==> config.mk <==
export PLATFORM = sky130hd
export DESIGN_NAME = watch_buzzer_timer
export DESIGN_NICKNAME = d
export VERILOG_FILES = /design/src/rtl/wt_pkg.sv /design/src/rtl/wt_timebase.sv /design/src/rtl/wt_divchain.sv /design/src/rtl/wt_taps.sv /design/src/rtl/watch_buzzer_timer.sv
export SDC_FILE = /design/constraint.sdc
export NUM_CORES = 1
export LEC_CHECK = 0
export BUFFER_PORTS_ARGS = -buffer_cell sky130_fd_sc_hd__clkbuf_2
export CAP_MARGIN = 25
export CORE_MARGIN = 3
export CORE_UTILIZATION = 57
export CTS_BUF_LIST = sky130_fd_sc_hd__clkbuf_16
export CTS_CLUSTER_SIZE = 16
export DETAILED_ROUTE_END_ITERATION = 12
export HOLD_SLACK_MARGIN = 0.05
export PLACE_DENSITY = 0.84
export RECOVER_POWER = 100
export REMOVE_ABC_BUFFERS = 1
export SYNTH_ARGS = -nofsm -noshare
export SYNTH_HDL_FRONTEND = slang
export SYNTH_SLANG_ARGS = --single-unit
export TNS_END_PERCENT = 20
==> constraint.sdc <==
create_clock -name clk -period 1.5 [get_ports clk]
set_input_delay 0.225 -clock clk [delete_from_list [all_inputs] [get_ports clk]]
set_output_delay 0.225 -clock clk [all_outputs]
set_load 0.1 [all_outputs]
==> src/rtl/wt_pkg.sv <==
package wt_pkg;

   typedef enum logic {
      WT_SRC_MAIN = 1'b0,
      WT_SRC_SUB  = 1'b1
   } wt_src_e;

   // counter bit that carries a buzzer code: code 3 is the fastest pitch
   function automatic int unsigned wt_buz_tap(input int unsigned lo, input int unsigned code);
      return lo + 3 - code;
   endfunction

endpackage

==> src/rtl/wt_timebase.sv <==
module wt_timebase
   import wt_pkg::*;
#(
   parameter int unsigned MAIN_DIV    = 128,
   parameter int unsigned SYNC_STAGES = 2
) (
   input  logic    clk,
   input  logic    rst_n,
   input  logic    en,
   input  wt_src_e src,
   input  logic    sub_clk_in,
   output logic    base_tick
);

   localparam int unsigned PW       = (MAIN_DIV > 2) ? $clog2(MAIN_DIV) : 1;
   localparam bit          DIV_POW2 = ((MAIN_DIV & (MAIN_DIV - 1)) == 0);

   initial begin
      assert (MAIN_DIV >= 2) else $fatal(1, "MAIN_DIV must be at least 2");
      assert (SYNC_STAGES >= 2) else $fatal(1, "SYNC_STAGES must be at least 2");
   end

   // ---------------- main-clock prescaler ----------------
   logic [PW-1:0] pre_q;
   logic          main_tick;
   logic          pre_run;

   assign pre_run = en && (src == WT_SRC_MAIN);

   generate
      if (DIV_POW2) begin : g_pow2
         // power-of-two ratio: free wrap, tick on all ones
         always_ff @(posedge clk or negedge rst_n) begin
            if (!rst_n)       pre_q <= '0;
            else if (!en)     pre_q <= '0;
            else if (pre_run) pre_q <= pre_q + 1'b1;
         end
         assign main_tick = &pre_q;
      end else begin : g_modn
         // arbitrary ratio: compare and clear
         always_ff @(posedge clk or negedge rst_n) begin
            if (!rst_n)       pre_q <= '0;
            else if (!en)     pre_q <= '0;
            else if (pre_run) pre_q <= (pre_q == PW'(MAIN_DIV - 1)) ? '0 : pre_q + 1'b1;
         end
         assign main_tick = (pre_q == PW'(MAIN_DIV - 1));
      end
   endgenerate

   // ---------------- sub-oscillator sampler ----------------
   // stages 0..SYNC_STAGES-1 resynchronise, the last one holds the previous level
   logic [SYNC_STAGES:0] sync_q;
   logic                 sub_rise;

   always_ff @(posedge clk or negedge rst_n) begin
      if (!rst_n) sync_q <= '0;
      else        sync_q <= {sync_q[SYNC_STAGES-1:0], sub_clk_in};
   end

   assign sub_rise = sync_q[SYNC_STAGES-1] & ~sync_q[SYNC_STAGES];

   // ---------------- registered tick ----------------
   always_ff @(posedge clk or negedge rst_n) begin
      if (!rst_n) base_tick <= 1'b0;
      else        base_tick <= en && ((src == WT_SRC_MAIN) ? main_tick : sub_rise);
   end

   // a tick never lasts more than one cycle, in either source mode
   assert_tick_single_R2: assert property (@(posedge clk) disable iff (!rst_n)
      base_tick |=> !base_tick);

endmodule

==> src/rtl/wt_divchain.sv <==
module wt_divchain #(
   parameter int unsigned CNT_W = 15
) (
   input  logic             clk,
   input  logic             rst_n,
   input  logic             en,
   input  logic             tick,
   output logic [CNT_W-1:0] cnt
);

   initial begin
      assert (CNT_W >= 4) else $fatal(1, "CNT_W must be at least 4");
   end

   always_ff @(posedge clk or negedge rst_n) begin
      if (!rst_n)    cnt <= '0;
      else if (!en)  cnt <= '0;
      else if (tick) cnt <= cnt + 1'b1;
   end

   assert_clear_when_off_R8: assert property (@(posedge clk) disable iff (!rst_n)
      !en |=> (cnt == '0));

   assert_step_per_tick_R1: assert property (@(posedge clk) disable iff (!rst_n)
      (en && tick) |=> (!$past(en) || (cnt == CNT_W'($past(cnt) + 1'b1))));

endmodule

==> src/rtl/wt_taps.sv <==
module wt_taps
   import wt_pkg::*;
#(
   parameter int unsigned CNT_W     = 15,
   parameter int unsigned SLOW_BITS = 14,
   parameter int unsigned FAST_BITS = 7,
   parameter int unsigned LCD_BIT   = 8,
   parameter int unsigned BUZ_LO    = 0
) (
   input  logic             clk,
   input  logic             rst_n,
   input  logic             en,
   input  logic             tick,
   input  logic [CNT_W-1:0] cnt,
   input  logic [1:0]       buz_sel,
   input  logic             fast,
   output logic             buzzer,
   output logic             irq,
   output logic             lcd_clk
);

   localparam logic [CNT_W-1:0] SLOW_MASK = {CNT_W{1'b1}} >> (CNT_W - SLOW_BITS);
   localparam logic [CNT_W-1:0] FAST_MASK = {CNT_W{1'b1}} >> (CNT_W - FAST_BITS);

   initial begin
      assert (SLOW_BITS <= CNT_W && SLOW_BITS >= 1) else $fatal(1, "SLOW_BITS out of range");
      assert (FAST_BITS >= 1 && FAST_BITS < SLOW_BITS) else $fatal(1, "FAST_BITS out of range");
      assert (LCD_BIT < CNT_W) else $fatal(1, "LCD_BIT out of range");
      assert (BUZ_LO + 3 < CNT_W) else $fatal(1, "BUZ_LO out of range");
   end

   // ---------------- buzzer tap mux ----------------
   logic [3:0] tap_w;

   generate
      for (genvar g = 0; g < 4; g++) begin : g_tap
         assign tap_w[g] = cnt[wt_buz_tap(BUZ_LO, g)];
      end
   endgenerate

   assign buzzer  = en & tap_w[buz_sel];
   assign lcd_clk = cnt[LCD_BIT];

   // ---------------- interval interrupt ----------------
   logic [CNT_W-1:0] win_mask;
   logic             wrap_hit;

   assign win_mask = fast ? FAST_MASK : SLOW_MASK;
   assign wrap_hit = ((cnt & win_mask) == win_mask);

   always_ff @(posedge clk or negedge rst_n) begin
      if (!rst_n) irq <= 1'b0;
      else        irq <= en && tick && wrap_hit;
   end

   assert_irq_single_R5: assert property (@(posedge clk) disable iff (!rst_n)
      irq |=> !irq);

   // the pulse coincides with the counter having just rolled its low bits to zero
   assert_irq_on_rollover_R6: assert property (@(posedge clk) disable iff (!rst_n)
      irq |-> ((cnt & FAST_MASK) == '0));

   assert_lcd_quiet_off_R8: assert property (@(posedge clk) disable iff (!rst_n)
      (!en && $past(!en)) |-> !lcd_clk);

endmodule

==> src/rtl/watch_buzzer_timer.sv <==
module watch_buzzer_timer
   import wt_pkg::*;
#(
   parameter int unsigned MAIN_DIV    = 128,
   parameter int unsigned SYNC_STAGES = 2,
   parameter int unsigned CNT_W       = 15,
   parameter int unsigned SLOW_BITS   = 14,
   parameter int unsigned FAST_BITS   = 7,
   parameter int unsigned LCD_BIT     = 8,
   parameter int unsigned BUZ_LO      = 0
) (
   input  logic       clk,
   input  logic       rst_n,
   input  logic       enable,
   input  logic       src_sub,
   input  logic       sub_clk_in,
   input  logic [1:0] buz_sel,
   input  logic       fast_irq,
   output logic       buzzer,
   output logic       watch_irq,
   output logic       lcd_clk
);

   wt_src_e          src;
   logic             tick;
   logic [CNT_W-1:0] cnt;

   assign src = src_sub ? WT_SRC_SUB : WT_SRC_MAIN;

   wt_timebase #(
      .MAIN_DIV    (MAIN_DIV),
      .SYNC_STAGES (SYNC_STAGES)
   ) u_base (
      .clk        (clk),
      .rst_n      (rst_n),
      .en         (enable),
      .src        (src),
      .sub_clk_in (sub_clk_in),
      .base_tick  (tick)
   );

   wt_divchain #(
      .CNT_W (CNT_W)
   ) u_chain (
      .clk   (clk),
      .rst_n (rst_n),
      .en    (enable),
      .tick  (tick),
      .cnt   (cnt)
   );

   wt_taps #(
      .CNT_W     (CNT_W),
      .SLOW_BITS (SLOW_BITS),
      .FAST_BITS (FAST_BITS),
      .LCD_BIT   (LCD_BIT),
      .BUZ_LO    (BUZ_LO)
   ) u_taps (
      .clk     (clk),
      .rst_n   (rst_n),
      .en      (enable),
      .tick    (tick),
      .cnt     (cnt),
      .buz_sel (buz_sel),
      .fast    (fast_irq),
      .buzzer  (buzzer),
      .irq     (watch_irq),
      .lcd_clk (lcd_clk)
   );

endmodule

==> run_results.csv <==
group,metric,value,unit
clock_network,cts_inserted_buffers,3,
floorplanning,dieWidth,53.90,um
worst_setup_path,arrival,1.44,ns
sta,rsz0062_at_grt,"true",
clock_network,clock-root-buffer,"clkbuf_16",
clock_network,clk_latency,0.26,ns
place,dp_slack,0.03541,ns
floorplanning,start_util,63.41,%
floorplanning,die_h,53.90,um
power_and_ir_drop,p_leak,0.0007127,uW
sta,relSlewSlack,57.78,%
worst_setup_path,crit_fanout,2,
detailed_routing,wl_per_cell,15.42,um
clock_network,cts_tree,"yes",
place,gp_routability_congestion,0.7818,
yosys,ys_seq_area_share,49.76,%
worst_setup_path,criticalPathCategory,"flip-flop to output port",
run_status,outcome,"complete, but fails checks",
layout,postLayoutCoreUtil,73.67,%
sta,hold_viol_final,0,
yosys,synth_edf_count,0,
worst_setup_path,crit-reg2reg-launch,"u_chain.cnt[2]",
clock_network,clockBufferDepth,2,
clock_network,clk_pin_slew,0.07,ns
global_route,grt.overflow.total,0,
worst_setup_path,required,1.27,ns
floorplanning,dieArea,0.002905,mm2
floorplanning,rows,16,
detailed_routing,drc,0,
yosys,ys_seq_elements,26,
sta,fin_crit_sh,111.3,%
worst_setup_path,r2r_setup_slack,-0.10,ns
global_route,grt_pass1_vias,860,
worst_setup_path,rr_worst_depth,5,
min_path,whs_endpoint,"u_base.sync_q[0]",
sta,setup_violations,3,
layout,diodes,0,
yosys,synthArstFlopShare,100.0,%
sta,slew_violations,0,
min_path,min_from,"sub_clk_in",
detailed_routing,drt_first_iter_violations,13,
clock_network,cts_setup_buffers,0,
flow_run,drv_cap,0,
detailed_routing,routed_via_density,5.611,
sta,finalClockSkew,0.004052,ns
worst_setup_path,max_stage_delay,0.47,ns
floorplanning,fp.coreArea,0.002062,mm2
global_route,grt_pass1_wl,4015,um
yosys,postSynthAreaPerCell,11.67,um2
sta,worst_slew_pin_slew,0.6333,ns
yosys,syn_area,0.001308,mm2
detailed_routing,ant_nets,0,
min_path,whs_path_depth,1,
worst_setup_path,critPathLaunch,"u_chain.cnt[0]",
yosys,syn_inst,112,
layout,fill_cells,137,
worst_setup_path,critical_path_buf_inv_count,1,
clock_network,clock-sinks,26,
min_path,worstHoldPathType,"input pin to flip-flop",
place,port_buffers,10,
layout,fin_nets,142,
worst_setup_path,crit_cells,3,
global_route,antenna_found_initial,0,
worst_setup_path,path_cells,"mux4_2, and2_4, buf_12",
global_route,track_usage,20.06,%
power_and_ir_drop,design_power_total,1560,uW
global_route,grt_max_degree,27,
floorplanning,io_pins,11,
yosys,ys.flop_type,"dfrtp_1",
sta,final.min_clock_period,1.670,ns
layout,drive_gt1_share,20.77,%
sta,fmax,599.0,MHz
detailed_routing,drtPass1Iterations,4,
power_and_ir_drop,ir_worst_vdd,0.7845,mV
clock_network,cts_htree_levels,1,
place,hpwlAfterDp,1639,um
yosys,yosys_warnings,0,
worst_setup_path,end_kind,"output port",
worst_setup_path,critPathLaunchType,"flip-flop",
power_and_ir_drop,powerDensity,1027,mW/mm2
sta,fin_ws,-0.1696,ns
detailed_routing,vias,881,
yosys,synth_cell_type_count,30,
detailed_routing,wl,2421,um
layout,area_growth,16.17,%
worst_setup_path,r2r-end,"u_chain.cnt[13]",
worst_setup_path,critPathSlowestCell,"mux4_2",
run_status,violations,"setup timing",
worst_setup_path,crit_family,"multiplexers",
-- area by class of cell --
cell class / instances / area [um2] / share of cell area [%]
clock buffer: 3 / 75.07 / 4.942
clock inverter: 1 / 30.03 / 1.977
inverter: 2 / 7.507 / 0.4942
multi-input combinational: 81 / 606.8 / 39.95
sequential: 26 / 651.9 / 42.92
tap: 27 / 33.78 / 2.224
timing repair buffer: 17 / 113.9 / 7.496
-- per-stage QoR --
| step | instance area [um2] | setup TNS (ns) | instances | hold WS (ns) |
|---|---|---|---|---|
| floorplan | 1282 | -1.548 | 109 | -0.07059 |
| global placement | 1429 | 0 | 152 | 0.2705 |
| detailed placement | 1429 | 0 | 152 | 0.2760 |
| CTS | 1543 | -0.1811 | 157 | 0.06930 |
| global route | 1519 | -0.5951 | 157 | 0.06113 |
| finish | 1519 | -0.3255 | 157 | 0.07006 |
-- layout by cell type, fill, tap and decap left out, drive strengths merged, types with 3 or more instances in the layout --
cell	Yosys	layout
and2	16	16
buf	1	6
clkbuf	2	13
dfrtp	26	26
ha	3	3
mux2i	4	4
nand2	7	7
nand2b	3	3
nand3	5	5
nand4	5	5
nor2b	3	3
nor3	3	3
xnor2	10	10
xor2	5	5
-- worst max-delay path by stage --
stage,to,slack (ns)
detailed placement,buzzer,0.04
global placement,buzzer,0.08
floorplan,u_chain.cnt[12],-0.33
global route,buzzer,-0.20
finish,buzzer,-0.17
CTS,buzzer,-0.18
-- what timing repair did --
| action | CTS | global route |
|---|---|---|
| endpoints found under the hold margin | 26 | 0 |
| gates cloned | 0 | 0 |
| hold buffers | 1 | 0 |
| setup endpoints to repair | 1 | 3 |
| resized for setup | 2 | 2 |
| pin swaps | 0 | 0 |
-- layer usage --
metal | track usage (%) | part of all wire [%] | vias to the layer above
met5 | 0 | 0 | -
met4 | 9.362 | 1.3 | 0
met3 | 4.986 | 3.5 | 4
met2 | 30.44 | 48 | 14
met1 | 26.79 | 47 | 439
li1 | - | - | 424
-- power by group --
part	internal, uW	switching (uW)
Clock	531	238
Combinational	29.7	39.0
Sequential	713	9.19
-- synthesized netlist by cell type, types with 2 or more instances --
cell / number / area share, %
nand4b_1: 2 / 1.3
and2_1: 16 / 7.7
xor2_1: 5 / 3.3
nor4_2: 2 / 1.9
or3_1: 2 / 0.96
inv_1: 2 / 0.57
nand2_1: 7 / 2.0
o21ai_0: 2 / 0.77
dfrtp_1: 26 / 50
nor2b_1: 3 / 1.4
mux2i_1: 4 / 3.1
nand3_1: 4 / 1.5
nand2b_1: 3 / 1.4
xnor2_1: 10 / 6.7
nand4_1: 5 / 2.4
ha_1: 3 / 2.9
and4_1: 2 / 1.3
nor3_1: 2 / 0.77
-- flip-flops by register name (all words and copies together), names as in the netlist --
signal,flops
u_base.sync_q,3
u_chain.cnt,14
u_base.pre_q,7
u_taps.irq,1
u_base.base_tick,1
-- logic make-up after synthesis --
| family | Yosys count | synth area share (%) |
|---|---|---|
| buffers and inverters | 5 | 2.488 |
| and+or+nand+nor | 52 | 26.41 |
| DFF | 26 | 49.76 |
| adders and majority gates | 3 | 2.871 |
| muxes | 5 | 5.072 |
| AOI/OAI and AO/OA | 6 | 3.350 |
| xor gates and xnor gates | 15 | 10.05 |
Power figures use the tool's default switching activity.
